--- src/rtl/tmr_pkg.sv ---
// Shared types and register addresses for the dual timer pair.
// Assumes a word-addressed register bus of 4 address bits and 32 data bits.
package tmr_pkg;

    localparam int REG_AW  = 4;
    localparam int DATA_W  = 32;
    localparam int HALF_W  = 16;
    localparam int PSC_W   = 8;
    localparam int NUM_TMR = 2;
    localparam int EV_W    = 2;

    // Clock source selection held in the mode word
    typedef enum logic [1:0] {
        SRC_SYS   = 2'b00,
        SRC_SLOW  = 2'b01,
        SRC_CHAIN = 2'b10,
        SRC_STOP  = 2'b11
    } clk_src_e;

    // Mode word layout, 16 bits
    typedef struct packed {
        logic [PSC_W-1:0] psc;
        logic             spare;
        clk_src_e         src;
        logic             cap_ie;
        logic [1:0]       edge_sel;
        logic             ref_ie;
        logic             restart;
    } mode_t;

    // Register addresses; timer 2 sits one word above timer 1
    localparam logic [REG_AW-1:0] ADR_GCFG     = 4'd0;
    localparam logic [REG_AW-1:0] ADR_MODE_T1  = 4'd1;
    localparam logic [REG_AW-1:0] ADR_CNT_T1   = 4'd3;
    localparam logic [REG_AW-1:0] ADR_REF_T1   = 4'd5;
    localparam logic [REG_AW-1:0] ADR_CAP_T1   = 4'd7;
    localparam logic [REG_AW-1:0] ADR_EVT_T1   = 4'd9;
    localparam logic [REG_AW-1:0] ADR_CNT_WIDE = 4'd11;
    localparam logic [REG_AW-1:0] ADR_REF_WIDE = 4'd12;

    // Global word bit positions
    localparam int GC_RUN_T1 = 0;
    localparam int GC_RUN_T2 = 4;
    localparam int GC_CHAIN  = 7;
    localparam logic [7:0] GC_MASK = 8'h91;

    // Event bit positions
    localparam int EV_REF = 0;
    localparam int EV_CAP = 1;

    // Address of a per-timer register given the timer-1 address
    function automatic logic [REG_AW-1:0] adr_of(input logic [REG_AW-1:0] base, input int idx);
        return base + REG_AW'(idx);
    endfunction

endpackage

--- src/rtl/tmr_edge_sync.sv ---
// Synchronises an asynchronous pin into the clock domain and reports
// one-cycle rising and falling pulses.
// Assumes the pin idles low out of reset; the chain resets to zero.
module tmr_edge_sync #(
    parameter int STAGES = 2
) (
    input  logic clk,
    input  logic rst_n,
    input  logic din,
    output logic rise,
    output logic fall
);

    logic [STAGES:0] sh_q;

    // Shift the pin through the synchroniser plus one history flop
    always_ff @(posedge clk) begin
        if (!rst_n) begin
            sh_q <= '0;
        end else begin
            sh_q <= {sh_q[STAGES-1:0], din};
        end
    end

    // Compare the synchronised level with the previous one
    always_comb begin
        rise = sh_q[STAGES-1] & ~sh_q[STAGES];
        fall = ~sh_q[STAGES-1] & sh_q[STAGES];
    end

endmodule

--- src/rtl/tmr_prescaler.sv ---
// Divides a stream of source pulses by (div+1) and emits one tick per period.
// Assumes hold clears the divider whenever the owning timer is stopped.
module tmr_prescaler #(
    parameter int W = 8
) (
    input  logic         clk,
    input  logic         rst_n,
    input  logic         hold,
    input  logic         pulse,
    input  logic [W-1:0] div,
    output logic         tick
);

    logic [W-1:0] cnt_q;

    // Tick on the pulse that completes the period
    always_comb begin
        tick = pulse && !hold && (cnt_q >= div);
    end

    // Count source pulses, wrap at the division boundary
    always_ff @(posedge clk) begin
        if (!rst_n) begin
            cnt_q <= '0;
        end else if (hold) begin
            cnt_q <= '0;
        end else if (pulse) begin
            cnt_q <= tick ? '0 : cnt_q + 1'b1;
        end
    end

endmodule

--- src/rtl/tmr_event_unit.sv ---
// Sticky event bits with write-one-to-clear and a masked interrupt line.
// Assumes a set and a clear of the same bit in one cycle leave the bit set.
module tmr_event_unit #(
    parameter int N = 2
) (
    input  logic         clk,
    input  logic         rst_n,
    input  logic [N-1:0] set,
    input  logic [N-1:0] clr,
    input  logic [N-1:0] ie,
    output logic [N-1:0] ev,
    output logic         irq
);

    // Hold events until cleared; new events win over clears
    always_ff @(posedge clk) begin
        if (!rst_n) begin
            ev <= '0;
        end else begin
            ev <= (ev & ~clr) | set;
        end
    end

    // Raise the line while any enabled event is pending
    always_comb begin
        irq = |(ev & ie);
    end

endmodule

--- src/rtl/dual_timer_pair.sv ---
// Two 16-bit timers with prescalers, reference compare, edge capture and
// an option to chain them into one 32-bit timer (timer 1 = upper half).
// Assumes single-cycle bus writes and a combinational read path; capture
// pins are asynchronous and idle low at reset. Index 0 is timer 1.
module dual_timer_pair
    import tmr_pkg::*;
#(
    parameter int SLOW_LOG2  = 4,
    parameter int SYNC_DEPTH = 2
) (
    input  logic              clk,
    input  logic              rst_n,
    input  logic              bus_we,
    input  logic [REG_AW-1:0] bus_addr,
    input  logic [DATA_W-1:0] bus_wdata,
    output logic [DATA_W-1:0] bus_rdata,
    input  logic [NUM_TMR-1:0] cap_in,
    output logic [NUM_TMR-1:0] irq
);

    localparam int WIDE_W = 2 * HALF_W;

    logic [7:0]                         gcfg_q;
    mode_t                              mode_q [NUM_TMR];
    logic [NUM_TMR-1:0][HALF_W-1:0]     cnt_q;
    logic [NUM_TMR-1:0][HALF_W-1:0]     cnt_d;
    logic [NUM_TMR-1:0][HALF_W-1:0]     ref_q;
    logic [NUM_TMR-1:0][HALF_W-1:0]     cap_q;
    logic [NUM_TMR-1:0][EV_W-1:0]       ev_q;
    logic [NUM_TMR-1:0][EV_W-1:0]       ev_clr;
    logic [NUM_TMR-1:0][EV_W-1:0]       ev_set;
    logic [NUM_TMR-1:0]                 en;
    logic [NUM_TMR-1:0]                 tick;
    logic [NUM_TMR-1:0]                 hit;
    logic [NUM_TMR-1:0]                 cnt_ld;
    logic [NUM_TMR-1:0]                 cap_hit;
    logic [NUM_TMR-1:0]                 pin_rise;
    logic [NUM_TMR-1:0]                 pin_fall;
    logic [NUM_TMR-1:0]                 src_pulse;
    logic [NUM_TMR-1:0]                 psc_hold;
    logic [SLOW_LOG2-1:0]               slow_q;
    logic                               slow_stb;
    logic                               casc;
    logic                               gcfg_we;
    logic                               wide_cnt_we;
    logic                               wide_ref_we;
    logic [WIDE_W-1:0]                  wide_inc;
    logic                               wide_hit;

    // Decode the global word and the wide write strobes
    always_comb begin
        en[0]       = gcfg_q[GC_RUN_T1];
        en[1]       = gcfg_q[GC_RUN_T2];
        casc        = gcfg_q[GC_CHAIN];
        gcfg_we     = bus_we && (bus_addr == ADR_GCFG);
        wide_cnt_we = bus_we && (bus_addr == ADR_CNT_WIDE);
        wide_ref_we = bus_we && (bus_addr == ADR_REF_WIDE);
    end

    // Free-running divider giving one strobe every 2**SLOW_LOG2 clocks
    always_ff @(posedge clk) begin
        if (!rst_n) begin
            slow_q <= '0;
        end else begin
            slow_q <= slow_q + 1'b1;
        end
    end

    assign slow_stb = &slow_q;

    // Global word: only the run and chain bits are stored
    always_ff @(posedge clk) begin
        if (!rst_n) begin
            gcfg_q <= '0;
        end else if (gcfg_we) begin
            gcfg_q <= bus_wdata[7:0] & GC_MASK;
        end
    end

    // Combined 32-bit view used in chained mode
    always_comb begin
        wide_inc = {cnt_q[0], cnt_q[1]} + 1'b1;
        wide_hit = tick[1] && (wide_inc == {ref_q[0], ref_q[1]});
    end

    genvar gi;
    generate
        for (gi = 0; gi < NUM_TMR; gi++) begin : g_tmr
            localparam logic [REG_AW-1:0] A_MODE = adr_of(ADR_MODE_T1, gi);
            localparam logic [REG_AW-1:0] A_CNT  = adr_of(ADR_CNT_T1, gi);
            localparam logic [REG_AW-1:0] A_REF  = adr_of(ADR_REF_T1, gi);
            localparam logic [REG_AW-1:0] A_EVT  = adr_of(ADR_EVT_T1, gi);
            localparam int LO = (gi == 0) ? HALF_W : 0;

            logic [HALF_W-1:0] ld_val;

            // Mode word write; spare bit kept at zero
            always_ff @(posedge clk) begin
                if (!rst_n) begin
                    mode_q[gi] <= '0;
                end else if (bus_we && bus_addr == A_MODE) begin
                    mode_q[gi]       <= mode_t'(bus_wdata[HALF_W-1:0]);
                    mode_q[gi].spare <= 1'b0;
                end
            end

            // Reference write, from the own address or the wide address
            always_ff @(posedge clk) begin
                if (!rst_n) begin
                    ref_q[gi] <= '0;
                end else if (wide_ref_we) begin
                    ref_q[gi] <= bus_wdata[LO +: HALF_W];
                end else if (bus_we && bus_addr == A_REF) begin
                    ref_q[gi] <= bus_wdata[HALF_W-1:0];
                end
            end

            // Source pulse selection; the upper half in chained mode has none
            always_comb begin
                psc_hold[gi] = !en[gi] || (casc && gi == 0);
                unique case (mode_q[gi].src)
                    SRC_SYS:   src_pulse[gi] = 1'b1;
                    SRC_SLOW:  src_pulse[gi] = slow_stb;
                    SRC_CHAIN: src_pulse[gi] = 1'b0;
                    SRC_STOP:  src_pulse[gi] = 1'b0;
                    default:   src_pulse[gi] = 1'b0;
                endcase
            end

            tmr_prescaler #(.W(PSC_W)) u_psc (
                .clk   (clk),
                .rst_n (rst_n),
                .hold  (psc_hold[gi]),
                .pulse (src_pulse[gi]),
                .div   (mode_q[gi].psc),
                .tick  (tick[gi])
            );

            // Counter load strobe and value
            always_comb begin
                cnt_ld[gi] = wide_cnt_we || (bus_we && bus_addr == A_CNT);
                ld_val     = wide_cnt_we ? bus_wdata[LO +: HALF_W] : bus_wdata[HALF_W-1:0];
                hit[gi]    = tick[gi] && ((cnt_q[gi] + 1'b1) == ref_q[gi]);
            end

            // Next count: hold in reset, load, chained step or own step
            always_comb begin
                cnt_d[gi] = cnt_q[gi];
                if (!en[gi]) begin
                    cnt_d[gi] = '0;
                end else if (cnt_ld[gi]) begin
                    cnt_d[gi] = ld_val;
                end else if (casc) begin
                    if (tick[1]) begin
                        cnt_d[gi] = (wide_hit && mode_q[1].restart) ? '0 : wide_inc[LO +: HALF_W];
                    end
                end else if (tick[gi]) begin
                    cnt_d[gi] = (hit[gi] && mode_q[gi].restart) ? '0 : cnt_q[gi] + 1'b1;
                end
            end

            // Counter register
            always_ff @(posedge clk) begin
                if (!rst_n) begin
                    cnt_q[gi] <= '0;
                end else begin
                    cnt_q[gi] <= cnt_d[gi];
                end
            end

            tmr_edge_sync #(.STAGES(SYNC_DEPTH)) u_sync (
                .clk   (clk),
                .rst_n (rst_n),
                .din   (cap_in[gi]),
                .rise  (pin_rise[gi]),
                .fall  (pin_fall[gi])
            );

            // Capture on a selected edge
            always_comb begin
                cap_hit[gi] = (mode_q[gi].edge_sel[0] && pin_rise[gi])
                           || (mode_q[gi].edge_sel[1] && pin_fall[gi]);
            end

            // Capture register
            always_ff @(posedge clk) begin
                if (!rst_n) begin
                    cap_q[gi] <= '0;
                end else if (cap_hit[gi]) begin
                    cap_q[gi] <= cnt_q[gi];
                end
            end

            // Event sources and write-one-to-clear mask
            always_comb begin
                ev_set[gi][EV_CAP] = cap_hit[gi];
                if (casc) begin
                    ev_set[gi][EV_REF] = (gi == 1) ? wide_hit : 1'b0;
                end else begin
                    ev_set[gi][EV_REF] = hit[gi];
                end
                ev_clr[gi] = (bus_we && bus_addr == A_EVT) ? bus_wdata[EV_W-1:0] : '0;
            end

            tmr_event_unit #(.N(EV_W)) u_evt (
                .clk   (clk),
                .rst_n (rst_n),
                .set   (ev_set[gi]),
                .clr   (ev_clr[gi]),
                .ie    ({mode_q[gi].cap_ie, mode_q[gi].ref_ie}),
                .ev    (ev_q[gi]),
                .irq   (irq[gi])
            );
        end
    endgenerate

    // Register read multiplexer
    always_comb begin
        bus_rdata = '0;
        unique case (bus_addr)
            4'd0:    bus_rdata = {24'd0, gcfg_q};
            4'd1:    bus_rdata = {16'd0, mode_q[0]};
            4'd2:    bus_rdata = {16'd0, mode_q[1]};
            4'd3:    bus_rdata = {16'd0, cnt_q[0]};
            4'd4:    bus_rdata = {16'd0, cnt_q[1]};
            4'd5:    bus_rdata = {16'd0, ref_q[0]};
            4'd6:    bus_rdata = {16'd0, ref_q[1]};
            4'd7:    bus_rdata = {16'd0, cap_q[0]};
            4'd8:    bus_rdata = {16'd0, cap_q[1]};
            4'd9:    bus_rdata = {30'd0, ev_q[0]};
            4'd10:   bus_rdata = {30'd0, ev_q[1]};
            4'd11:   bus_rdata = {cnt_q[0], cnt_q[1]};
            4'd12:   bus_rdata = {ref_q[0], ref_q[1]};
            default: bus_rdata = '0;
        endcase
    end

endmodule

--- config.mk ---
export PLATFORM = sky130hd
export DESIGN_NAME = dual_timer_pair
export DESIGN_NICKNAME = d
export VERILOG_FILES = /design/src/rtl/tmr_pkg.sv /design/src/rtl/tmr_edge_sync.sv /design/src/rtl/tmr_prescaler.sv /design/src/rtl/tmr_event_unit.sv /design/src/rtl/dual_timer_pair.sv
export SDC_FILE = /design/constraint.sdc
export NUM_CORES = 1
export LEC_CHECK = 0
export ABC_AREA = 1
export BUFFER_PORTS_ARGS = -buffer_cell sky130_fd_sc_hd__buf_4
export CELL_PAD_IN_SITES_DETAIL_PLACEMENT = 1
export CELL_PAD_IN_SITES_GLOBAL_PLACEMENT = 1
export CORE_MARGIN = 2
export CORE_UTILIZATION = 41
export CTS_BUF_LIST = sky130_fd_sc_hd__clkbuf_4
export CTS_CLUSTER_DIAMETER = 50
export DETAILED_ROUTE_END_ITERATION = 6
export PLACE_DENSITY = 0.83
export REMOVE_ABC_BUFFERS = 1
export SYNTH_ARGS = -nofsm -noshare
export SYNTH_HDL_FRONTEND = slang
export SYNTH_SLANG_ARGS = --single-unit
--- constraint.sdc ---
create_clock -name clk -period 3.2 [get_ports clk]
set_input_delay 0.64 -clock clk [delete_from_list [all_inputs] [get_ports clk]]
set_output_delay 0.64 -clock clk [all_outputs]
set_load 0.05 [all_outputs]
==> results.toml <==
[hold_path]
min_from = "cap_in[1]"
hold_path.class = "input pin to register"
hold_path_depth = 3
whs_endpoint = "g_tmr[1].u_sync.sh_q[0]"

[synthesis]
post_synth.cell_area_avg_um2 = 6.58
synth_seq_cells = 159
syn_area_mm2 = 0.0107
ys_async_sr_fraction_pct = 0
yosys_warnings = 0
synth_top_area_share_pct = 24.1
yosysTopAreaCell = "dfxtp_1"
synth_cell_type_count = 50
synth-edff-count = 30
synth_area_leaders = "dfxtp_1, nand2_1, edfxtp_1"
synth_cells = 1627
seq_area_frac_synth_pct = 32.6
ys.flop_type = "dfxtp_1"

[final_layout]
multi_input_area_mm2 = 0.00601
register_area_mm2 = 0.00348
final_cells = 2073
area_growth_pct = 14.8
fillers = 3441
finish.utilization_pct = 47.5
finalNetCount = 1786
drive_gt1_share_pct = 15.1

[setup_path]
crit_path_max_fanout = 13
r2r-end = "cnt_q[10]"
critical_path_arrival_ps = 2470
start_kind = "input pin"
worstPathRequired_ps = 2560
critPathCaptureType = "output port"
reg2regPathDepth = 20
crit_type = "input pin to output port"
crit_path_start = "bus_addr[3]"
rrSetupSlack_ps = 170
reg2reg_from = "cnt_q[16]"

[power]
ir_drop_uv = 292
p_sw_share_pct = 31.6
switchingPower_uw = 1310
leakage_uw = 0.00519
p_int_uw = 2840
clock_power_share_pct = 35.5
seqPwrFrac_pct = 51.6
combinationalPowerShare_pct = 12.9
powerDensity_mw_per_mm2 = 339

[run]
drv_cap = 0

[floorplanning]
start_util_pct = 41.4
die_w_um = 166
num_rows = 59
io_pins = 75
core_area_mm2 = 0.0258
die_h_um = 166
fp.dieArea_mm2 = 0.0274

[route]
drt_wl_total_um = 48000
dr.first_iter.drc_count = 1142
drc = 0
antenna_left = 0
vias = 12200
via_per_inst = 5.90
wl_per_cell_um = 23.1
dr.pass1.iters = 6

[sta]
rsz0062_at_grt = "no"
finalHoldViolCount = 0
whs_ps = 199
worst_slew_margin_rel_pct = 49.6
setup_viol = 0
setup_slack_ps = 85.9
worst_pin_slew_ps = 754
report.final.slew_viol_count = 0
fin_skew_ps = 43.0
max_freq_ghz = 0.321
period_needed_ps = 3110
period_share_pct = 97.3

[placement]
hpwl_um = 37200
io_buffers = 74
dp_cells = 2038
dp_slack_ps = -14.4
gp_congestion = 0.991

[clocking]
htreeDepth = 4
cts_buffers = 17
clock_latency_ps = 610
cts_hold_buffers = 0
cts_sinks = 159
cts.clk_slew.worst_paths_ps = 170
cts_tree = "done"
cts_buffer_depth = 2
cts_root_buf = "clkbuf_4"

[global_routing]
grt.total_usage_pct = 35.3
grt_pass1_wl_um = 71700
grt_pass1_vias = 12100
grt_max_degree = 48
antenna_found_initial = 2
grt_remaining_overflow = 0

[run_status]
outcome = "finished clean"
[registers in the layout (all words and copies together), names as in the netlist]
signal and flops:
g_tmr.u_evt.ev 4, g_tmr.u_psc.cnt_q 16, ref_q 32, gcfg_q 3, g_tmr.u_sync.sh_q 6, cap_q 32, cnt_q 32, slow_q 4
mode_q 30
[stage by stage]
| stage | area [um^2] | power, uW | setup TNS, ps |
|---|---|---|---|
| floorplan | 10400 | 2440 | -4250 |
| global placement | 11900 | 2690 | 0 |
| detailed placement | 11900 | 2710 | -14.4 |
| CTS | 12200 | 4160 | 0 |
| global route | 12300 | 4280 | 0 |
| finish | 12300 | 4160 | 0 |
[what timing repair did]
action / in CTS / in global routing
cloned: 0 / 0
resized for setup: 1 / 8
buffers inserted: 0 / 2
endpoints found under the setup margin: 1 / 24
pin swaps: 0 / 1
[worst max-delay path by stage]
| stage | to | cells after the start |
|---|---|---|
| detailed placement | bus_rdata[7] | 9 |
| global placement | bus_rdata[7] | 9 |
| finish | bus_rdata[3] | 11 |
| floorplan | bus_rdata[16] | 5 |
| CTS | bus_rdata[7] | 9 |
| global route | bus_rdata[10] | 10 |
[layer usage]
layer | wire [um] | track usage [%] | vias up | share of wire [%]
met5 | 0 | 0 | - | 0
met4 | 2990 | 19.7 | 0 | 6.2
met3 | 3990 | 5.47 | 154 | 8.3
met2 | 21000 | 55.1 | 598 | 44
met1 | 20000 | 46.5 | 5913 | 42
li1 | - | - | 5575 | -
[worst max-delay path, stage by stage]
cell	delay, ps
buf_4	170
inv_1	70
nor2_1	80
inv_1	90
nor2_1	350
inv_1	120
buf_4	220
o22ai_1	210
a221oi_2	60
o211ai_1	170
buf_4	260
[cell families (layout without fill, tap and decap cells)]
| kind of cell | count (synthesis) | after routing | share of synthesized area, % |
|---|---|---|---|
| simple gates | 741 | 741 | 30.7 |
| compound gates | 362 | 362 | 19.8 |
| buf+inv | 316 | 426 | 11.7 |
| flops | 159 | 159 | 32.6 |
| xor+xnor | 28 | 28 | 2.75 |
| fa+ha+maj | 21 | 21 | 2.46 |
| other cells | 0 | 1 | 0 |
[final cells by class]
cell class                 count  area share (%)
clock inverter                14            1.56
multi-input combinational   1152            48.9
timing repair buffer         145            8.97
tap                          335            3.41
clock buffer                  18            1.10
antenna                        1          0.0204
sequential                   159            28.4
inverter                     249            7.64
[power by group through the flow]
| stage | clock (uW) | sequential, uW | combinational [uW] |
|---|---|---|---|
| 2_1_floorplan | 0 | 2170 | 274 |
| 3_3_place_gp | 0 | 2180 | 505 |
| 3_5_place_dp | 0 | 2190 | 518 |
| 4_1_cts | 1490 | 2140 | 520 |
| 5_1_grt | 1560 | 2150 | 570 |
| 6_report | 1480 | 2150 | 535 |
[cells in the mapped netlist (8+ instances only)]
master	instances
nand2_1	343
inv_1	240
nor2_1	186
a21oi_1	129
dfxtp_1	129
nand3_1	115
o21ai_0	98
o22ai_1	56
clkbuf_1	47
edfxtp_1	30
nand4_1	23
ha_1	21
xor2_1	20
o211ai_1	19
nand3_2	16
nand2_2	15
nor2_2	15
a221oi_1	14
a21oi_2	10
buf_2	10
nor3_1	8
o221ai_1	8
[layout by cell type, fill, tap and decap left out, drive strengths merged, types with 19 or more instances in the layout]
cell type / count
nor2: 207
o21ai: 105
a21oi: 139
o22ai: 56
inv: 252
nand2: 361
edfxtp: 30
buf: 145
nand4: 23
o211ai: 19
xor2: 21
ha: 21
dfxtp: 129
nand3: 132
Power figures use the tool's default switching activity.
